==> src/rtl/canack_pkg.sv <==
package canack_pkg;
  typedef enum logic [1:0] {
    PROTO_CAN     = 2'b00,
    PROTO_RSVD_A  = 2'b01,
    PROTO_CANOPEN = 2'b10,
    PROTO_RSVD_B  = 2'b11
  } proto_e;
endpackage

==> src/rtl/ack_qualify.sv <==
// Decides whether a finished reception earns an acknowledge and names the partner.
module ack_qualify #(
  parameter int NUM_OBJ = 32,
  parameter int OBJ_W   = $clog2(NUM_OBJ)
) (
  input  logic               ack_en_i,
  input  logic [1:0]         proto_sel_i,
  input  logic [NUM_OBJ-1:0] frag_en_i,
  input  logic [NUM_OBJ-1:0] obj_en_i,
  input  logic               rx_done_i,
  input  logic               rx_frag_err_i,
  input  logic [OBJ_W-1:0]   rx_obj_i,
  output logic               fire_o,
  output logic [OBJ_W-1:0]   partner_o
);
  import canack_pkg::*;

  localparam logic [OBJ_W:0] LAST_OBJ = (OBJ_W+1)'(NUM_OBJ - 1);

  logic has_partner;
  logic proto_ok;
  logic pair_ok;

  always_comb begin
    has_partner = ({1'b0, rx_obj_i} < LAST_OBJ);
    partner_o   = rx_obj_i + OBJ_W'(1);
    proto_ok    = ack_en_i && (proto_sel_i == PROTO_CANOPEN);
    pair_ok     = 1'b0;
    if (has_partner) begin
      pair_ok = frag_en_i[rx_obj_i] && frag_en_i[partner_o] && !obj_en_i[partner_o];
    end
    fire_o = rx_done_i && !rx_frag_err_i && proto_ok && pair_ok;
  end
endmodule

==> src/rtl/ack_frame_sel.sv <==
// Selects the partner's stored fields and merges the received toggle into the data byte.
module ack_frame_sel #(
  parameter int NUM_OBJ    = 32,
  parameter int OBJ_W      = $clog2(NUM_OBJ),
  parameter int DATA_W     = 8,
  parameter int ID_W       = 29,
  parameter int DLC_W      = 4,
  parameter int TOGGLE_BIT = 4
) (
  input  logic [OBJ_W-1:0]          partner_i,
  input  logic                      toggle_i,
  input  logic [NUM_OBJ*DATA_W-1:0] ack_byte_i,
  input  logic [NUM_OBJ*ID_W-1:0]   obj_id_i,
  input  logic [NUM_OBJ-1:0]        obj_rtr_i,
  input  logic [NUM_OBJ*DLC_W-1:0]  obj_dlc_i,
  output logic [DATA_W-1:0]         data_o,
  output logic [ID_W-1:0]           id_o,
  output logic                      rtr_o,
  output logic [DLC_W-1:0]          dlc_o
);
  logic [DATA_W-1:0] stored_byte;

  always_comb begin
    stored_byte = ack_byte_i[partner_i*DATA_W +: DATA_W];
    id_o        = obj_id_i[partner_i*ID_W +: ID_W];
    rtr_o       = obj_rtr_i[partner_i];
    dlc_o       = obj_dlc_i[partner_i*DLC_W +: DLC_W];
  end

  for (genvar b = 0; b < DATA_W; b++) begin : g_bit
    if (b == TOGGLE_BIT) begin : g_tog
      assign data_o[b] = toggle_i;
    end else begin : g_keep
      assign data_o[b] = stored_byte[b];
    end
  end
endmodule

==> src/rtl/ack_req_hold.sv <==
// Holds one pending acknowledge request and flags replies lost to a busy slot.
module ack_req_hold #(
  parameter int OBJ_W  = 5,
  parameter int DATA_W = 8,
  parameter int ID_W   = 29,
  parameter int DLC_W  = 4
) (
  input  logic              clk,
  input  logic              rst_n,
  input  logic              fire_i,
  input  logic              accept_i,
  input  logic [OBJ_W-1:0]  obj_i,
  input  logic [DATA_W-1:0] data_i,
  input  logic [ID_W-1:0]   id_i,
  input  logic              rtr_i,
  input  logic [DLC_W-1:0]  dlc_i,
  output logic              req_o,
  output logic [OBJ_W-1:0]  obj_o,
  output logic [DATA_W-1:0] data_o,
  output logic [ID_W-1:0]   id_o,
  output logic              rtr_o,
  output logic [DLC_W-1:0]  dlc_o,
  output logic              ovr_o
);
  logic pend_q, pend_d;
  logic ovr_q, ovr_d;
  logic slot_free;
  logic load_en;

  // next-state
  always_comb begin
    slot_free = !pend_q || accept_i;
    load_en   = fire_i && slot_free;
    pend_d    = load_en || (pend_q && !accept_i);
    ovr_d     = fire_i && !slot_free;
  end

  // state registers
  always_ff @(posedge clk or negedge rst_n) begin
    if (!rst_n) begin
      pend_q <= 1'b0;
      ovr_q  <= 1'b0;
    end else begin
      pend_q <= pend_d;
      ovr_q  <= ovr_d;
    end
  end

  // captured frame fields, clock-enabled by load_en
  always_ff @(posedge clk or negedge rst_n) begin
    if (!rst_n) begin
      obj_o  <= '0;
      data_o <= '0;
      id_o   <= '0;
      rtr_o  <= 1'b0;
      dlc_o  <= '0;
    end else if (load_en) begin
      obj_o  <= obj_i;
      data_o <= data_i;
      id_o   <= id_i;
      rtr_o  <= rtr_i;
      dlc_o  <= dlc_i;
    end
  end

  assign req_o = pend_q;
  assign ovr_o = ovr_q;


  req_hold_chk: assert property (@(posedge clk) disable iff (!rst_n)
    (pend_q && !accept_i) |=> (pend_q && $stable(obj_o) && $stable(data_o) && $stable(id_o)));


  req_drop_chk: assert property (@(posedge clk) disable iff (!rst_n)
    (pend_q && accept_i && !fire_i) |=> !pend_q);


  ovr_needs_pending_chk: assert property (@(posedge clk) disable iff (!rst_n)
    ovr_o |-> ($past(pend_q) && $past(fire_i) && !$past(accept_i)));
endmodule

==> src/rtl/canopen_ack_gen.sv <==
module canopen_ack_gen #(
  parameter int NUM_OBJ    = 32,
  parameter int DATA_W     = 8,
  parameter int ID_W       = 29,
  parameter int DLC_W      = 4,
  parameter int TOGGLE_BIT = 4,
  localparam int OBJ_W     = $clog2(NUM_OBJ)
) (
  input  logic                      clk,
  input  logic                      rst_n,
  input  logic                      ack_en_i,
  input  logic [1:0]                proto_sel_i,
  input  logic [NUM_OBJ-1:0]        frag_en_i,
  input  logic [NUM_OBJ-1:0]        obj_en_i,
  input  logic [NUM_OBJ*DATA_W-1:0] ack_byte_i,
  input  logic [NUM_OBJ*ID_W-1:0]   obj_id_i,
  input  logic [NUM_OBJ-1:0]        obj_rtr_i,
  input  logic [NUM_OBJ*DLC_W-1:0]  obj_dlc_i,
  input  logic                      rx_done_i,
  input  logic                      rx_frag_err_i,
  input  logic [OBJ_W-1:0]          rx_obj_i,
  input  logic                      rx_toggle_i,
  input  logic                      tx_accept_i,
  output logic                      tx_req_o,
  output logic [OBJ_W-1:0]          tx_obj_o,
  output logic [DATA_W-1:0]         tx_data0_o,
  output logic [ID_W-1:0]           tx_id_o,
  output logic                      tx_rtr_o,
  output logic [DLC_W-1:0]          tx_dlc_o,
  output logic                      ack_ovr_o
);
  import canack_pkg::*;

  logic              fire;
  logic [OBJ_W-1:0]  partner;
  logic [DATA_W-1:0] sel_data;
  logic [ID_W-1:0]   sel_id;
  logic              sel_rtr;
  logic [DLC_W-1:0]  sel_dlc;

  ack_qualify #(.NUM_OBJ(NUM_OBJ), .OBJ_W(OBJ_W)) u_qual (
    .ack_en_i     (ack_en_i),
    .proto_sel_i  (proto_sel_i),
    .frag_en_i    (frag_en_i),
    .obj_en_i     (obj_en_i),
    .rx_done_i    (rx_done_i),
    .rx_frag_err_i(rx_frag_err_i),
    .rx_obj_i     (rx_obj_i),
    .fire_o       (fire),
    .partner_o    (partner)
  );

  ack_frame_sel #(
    .NUM_OBJ(NUM_OBJ), .OBJ_W(OBJ_W), .DATA_W(DATA_W),
    .ID_W(ID_W), .DLC_W(DLC_W), .TOGGLE_BIT(TOGGLE_BIT)
  ) u_sel (
    .partner_i (partner),
    .toggle_i  (rx_toggle_i),
    .ack_byte_i(ack_byte_i),
    .obj_id_i  (obj_id_i),
    .obj_rtr_i (obj_rtr_i),
    .obj_dlc_i (obj_dlc_i),
    .data_o    (sel_data),
    .id_o      (sel_id),
    .rtr_o     (sel_rtr),
    .dlc_o     (sel_dlc)
  );

  ack_req_hold #(.OBJ_W(OBJ_W), .DATA_W(DATA_W), .ID_W(ID_W), .DLC_W(DLC_W)) u_hold (
    .clk     (clk),
    .rst_n   (rst_n),
    .fire_i  (fire),
    .accept_i(tx_accept_i),
    .obj_i   (partner),
    .data_i  (sel_data),
    .id_i    (sel_id),
    .rtr_i   (sel_rtr),
    .dlc_i   (sel_dlc),
    .req_o   (tx_req_o),
    .obj_o   (tx_obj_o),
    .data_o  (tx_data0_o),
    .id_o    (tx_id_o),
    .rtr_o   (tx_rtr_o),
    .dlc_o   (tx_dlc_o),
    .ovr_o   (ack_ovr_o)
  );


  gate_chk: assert property (@(posedge clk) disable iff (!rst_n)
    $rose(tx_req_o) |-> $past(ack_en_i && (proto_sel_i == PROTO_CANOPEN)
                              && rx_done_i && !rx_frag_err_i));


  toggle_merge_chk: assert property (@(posedge clk) disable iff (!rst_n)
    $rose(tx_req_o) |-> (tx_data0_o[TOGGLE_BIT] == $past(rx_toggle_i)));


  partner_nonzero_chk: assert property (@(posedge clk) disable iff (!rst_n)
    tx_req_o |-> (tx_obj_o != '0));


  reset_state_chk: assert property (@(posedge clk)
    !rst_n |=> (!tx_req_o && !ack_ovr_o));
endmodule

==> config.mk <==
export PLATFORM = sky130hd
export DESIGN_NAME = canopen_ack_gen
export DESIGN_NICKNAME = d
export VERILOG_FILES = /design/src/rtl/canack_pkg.sv /design/src/rtl/ack_qualify.sv /design/src/rtl/ack_frame_sel.sv /design/src/rtl/ack_req_hold.sv /design/src/rtl/canopen_ack_gen.sv
export SDC_FILE = /design/constraint.sdc
export NUM_CORES = 1
export LEC_CHECK = 0
export BUFFER_PORTS_ARGS = -buffer_cell sky130_fd_sc_hd__buf_2
export CELL_PAD_IN_SITES_DETAIL_PLACEMENT = 1
export CELL_PAD_IN_SITES_GLOBAL_PLACEMENT = 2
export CORE_AREA = 2 2 568 570
export CTS_CLUSTER_DIAMETER = 150
export DETAILED_ROUTE_END_ITERATION = 8
export DIE_AREA = 0 0 570 572
export GPL_ROUTABILITY_DRIVEN = 0
export PLACE_DENSITY_LB_ADDON = 0.1
export SLEW_MARGIN = 20
export SYNTH_ARGS = -nofsm -noshare
export SYNTH_HDL_FRONTEND = slang
export SYNTH_SLANG_ARGS = --single-unit
==> constraint.sdc <==
create_clock -name clk -period 3.2 [get_ports clk]
set_input_delay 0.16 -clock clk [delete_from_list [all_inputs] [get_ports clk]]
set_output_delay 0.16 -clock clk [all_outputs]
set_load 0.03 [all_outputs]
==> impl_summary.md <==
Pwr
The leakage power total is 10.6 nW. The design draws about 6.3 mW. IR analysis of the VDD net gives a maximum drop of 0.000194 V. Dividing total power by cell area gives a power density of 241 mW/mm^2.

Worst setup path
Grouping stages by cell kind, the critical path spends the most delay in multiplexers. The worst register-to-register path ends at u_hold.id_o[21]$_DFFE_PN0P_. Data arrives at the worst endpoint at a little under 3000 ps. For flop-to-flop paths, the worst setup slack is 1330 ps.

The worst register-to-register path has a depth of 5. The startpoint identified for the worst register-to-register timing path is u_hold.req_o$_DFF_PN0_. The first element of the critical path is rx_obj_i[0]. The type of destination of the critical path is a flop. The critical path launch point type is an input pin. The longest individual stage delay on the worst path is ~510 ps. The signal on the critical path passes through buf_8, ha_4, nand3_2, xnor2_2, mux2_2, mux4_2, o21ai_2, nor2_4, buf_4, mux2_4. The worst setup path is of the in -> reg kind.

The count of buffering cells on the critical path with inverters included is 2. The cell with the largest stage delay on the worst path is mux4_2. At the worst endpoint, the required time is 3470 ps. The maximum fanout along the worst path is 22.

Die
The starting density of the core is 0.0404. The area of the die is 0.326 mm^2. The initialized floorplan defines around 210 standard-cell rows. The area of the core is approximately 0.32 mm^2. For this design the top-level I/O count stands at around 1500. The die height is ~570 um. The floorplan step set the die width to about 570 um.

Min path
The worst hold path was traced through 3 stages. The startpoint identified for the worst hold timing path is tx_accept_i. The class of the tightest hold or removal check is in -> reg. The hold-critical path endpoint is u_hold.req_o$_DFF_PN0_.

CTS
The root buffer selected by CTS is clkbuf_16. TritonCTS built the clock tree. The CTS buffer count is 5.

CTS saw 49 sinks. In this run, post-CTS repair resized a total of 0 instances. After clock tree synthesis, the clock-pin slew on the worst setup and hold paths is about 110 ps. The clock reaches the later pin of the worst-skew pair after 390 ps. The maximum number of buffers from clock root to sink is 2. The count of H-tree levels built during CTS is 2.

GRT
The number of antenna violations at the first check in global routing is roughly 250. The largest net degree at the start of global routing is 46. The via count of the first global-routing pass was between 15000 and 20000. The first global-routing pass estimated approximately 210000 um of wire. In the global route stage, overall resource usage came out at 0.103.

The total overflow left after global routing is 0.

Yosys
Summing every instance area after synthesis gives between 0.01 and 0.015 mm^2. Synthesis inferred 49 register bits. The post-synthesis cell count is 839. Dividing the synthesized area by the synthesized cell count gives 15.4 um^2. The fraction of registers with async set or reset after synthesis is 1.00. For this run, the register share of the synthesized area comes to 0.0949. The Yosys step of the flow raised 0 warnings. The most used flip-flop cell after synthesis is dfrtp_1. The post-synth net total is between 2000 and 2500.

The number of flops mapped to enable cells by yosys is 0. In this run, distinct cell masters in the synthesized netlist total 39.

Routing
After detailed routing, the total wire length is around 180000 um. The detail route stage leaves a number of antenna-violating nets equal to 0. After the first detailed-routing iteration, the DRC count stood at roughly 560.

After detailed routing, the average wire length per cell comes to between 20 and 30 um. The DRC violation count after routing is 0. The via-per-instance ratio is between 2 and 3.

For this block, the via count after detailed routing is approximately 16000. The length of the first detailed-routing pass in iterations is 4.

Placed design
The quantity of I/O buffers inserted on ports is between 1000 and 1500. The worst setup slack before clock tree synthesis is between 40 and 50 ps. The HPWL after detailed placement is 162000 um.

Cells and area
The area growth from synthesis to layout is 102%. The library cells used most frequently in the layout, excluding fill and tap cells, are buf_2, mux4_2, nand2_1. For this run, the post-layout net count is approximately 3700. The fraction of final layout cells sized beyond drive strength 1 is 0.887. The most common library cell in the layout ignoring fill and taps is buf_2.

Timing
The final number of setup-violating endpoints is 0. The number of slew-limit violations in the final report was 0. The setup TNS is 0 ps.

The number of failing hold endpoints at the final stage is 0. The highest clock rate is about 370 MHz. The smallest clock period supported by the final layout is computed as between 2000 and 3000 ps. The tightest slew margin relative to the limit is 0.548. The final period utilization is 0.847. Hold timing on the final database bottoms out at a slack of roughly 140 ps. The clock tree skew after final layout is between 20 and 30 ps. The final critical-path setup slack is slightly below 500 ps. Setup repair after global routing left no endpoint under its margin. The pin slew with the least headroom to its limit is around 680 ps.

Flow run
The number of maximum-capacitance violations is 0.

Status
The flow ran to the end, and the final reports show no timing, DRC or antenna violations.
==> synthesized netlist by cell type (2+ instances only) <==
cell type	number	area, um^2
mux4_2	417	9390
nand2_1	141	529
buf_2	58	290
dfrtp_1	49	1230
clkbuf_1	45	169
mux2_4	40	601
inv_1	12	45.0
o32ai_1	12	105
mux2_2	9	101
buf_6	6	67.6
nand2b_1	6	37.5
mux2i_1	4	40.0
o221ai_1	4	35.0
o211ai_1	3	22.5
xor2_1	3	26.3
a21oi_1	2	10.0
mux2_1	2	22.5
nand3_1	2	10.0
nor2_1	2	7.51
o2111ai_1	2	17.5
xnor2_1	2	17.5
==> through the flow <==
step,instance area (um^2),instances,utilization
2_1_floorplan,12900,839,-
3_3_place_gp,25900,6456,0.0809
3_5_place_dp,25900,6456,0.0809
4_1_cts,26100,6465,0.0815
5_1_grt,26100,6478,0.0816
6_report,26200,6508,0.0818
==> flip-flops by register name, summed over array words and instances, names as in the netlist <==
register	cells
u_hold.data_o	8
u_hold.obj_o	5
u_hold.rtr_o	1
u_hold.dlc_o	4
u_hold.id_o	29
u_hold.ovr_o	1
u_hold.req_o	1
==> worst max path at each step <==
stage / to / slack, ps / cells past startpoint
floorplan: u_hold.data_o[3]$_DFFE_PN0P_ / 640 / 9
global placement: u_hold.id_o[17]$_DFFE_PN0P_ / 70 / 10
detailed placement: u_hold.id_o[19]$_DFFE_PN0P_ / 50 / 10
CTS: u_hold.id_o[18]$_DFFE_PN0P_ / 500 / 10
global route: u_hold.id_o[18]$_DFFE_PN0P_ / 380 / 10
finish: u_hold.id_o[21]$_DFFE_PN0P_ / 490 / 10
==> where the power goes <==
| group | total [mW] | internal [mW] | switching [mW] | leakage [nW] |
|---|---|---|---|---|
| Clock | 0.806 | 0.370 | 0.436 | 0.0799 |
| Combinational | 4.65 | 2.25 | 2.40 | 9.84 |
| Sequential | 0.838 | 0.758 | 0.0796 | 0.658 |
==> layer usage <==
metal / wire, um / share of wire / GRT usage
met5: 941 / 0.0054 / 0
met4: 2190 / 0.012 / 0.00959
met2: 89700 / 0.51 / 0.189
met1: 63100 / 0.36 / 0.109
met3: 19100 / 0.11 / 0.0481
==> kinds of logic (layout without fill, tap and decap cells) <==
group / after synthesis / in the layout / share of synthesized area
muxes: 472 / 472 / 0.786
and+or+nand+nor: 158 / 158 / 0.0499
buffers and inverters: 123 / 1549 / 0.0451
DFF: 49 / 49 / 0.0949
AOI/OAI and AO/OA: 31 / 31 / 0.0198
xor gates and xnor gates: 5 / 5 / 0.00339
adders and majority gates: 1 / 1 / 0.000968
other: 0 / 43 / 0
==> worst min-delay path, stage by stage <==
cell and delay [ps]:
buf_2 80, nand2b_1 160, nand2_1 70
==> layout make-up <==
class                      instances  area, um^2
fill                           37882      294000
sequential                        49        1230
timing repair buffer            1530        8180
clock inverter                     2        35.0
multi-input combinational        667       11200
antenna                           43         108
inverter                          12        45.0
tap                             4200        5260
clock buffer                       5         125
==> what timing repair did <==
item / 4_1_cts / 5_1_grt
hold buffers: 2 / 0
setup endpoints to repair: 0 / 0
endpoints found under the hold margin: 28 / 0
buffers inserted: 0 / 0
No activity file was read; power rests on OpenSTA's default activity.
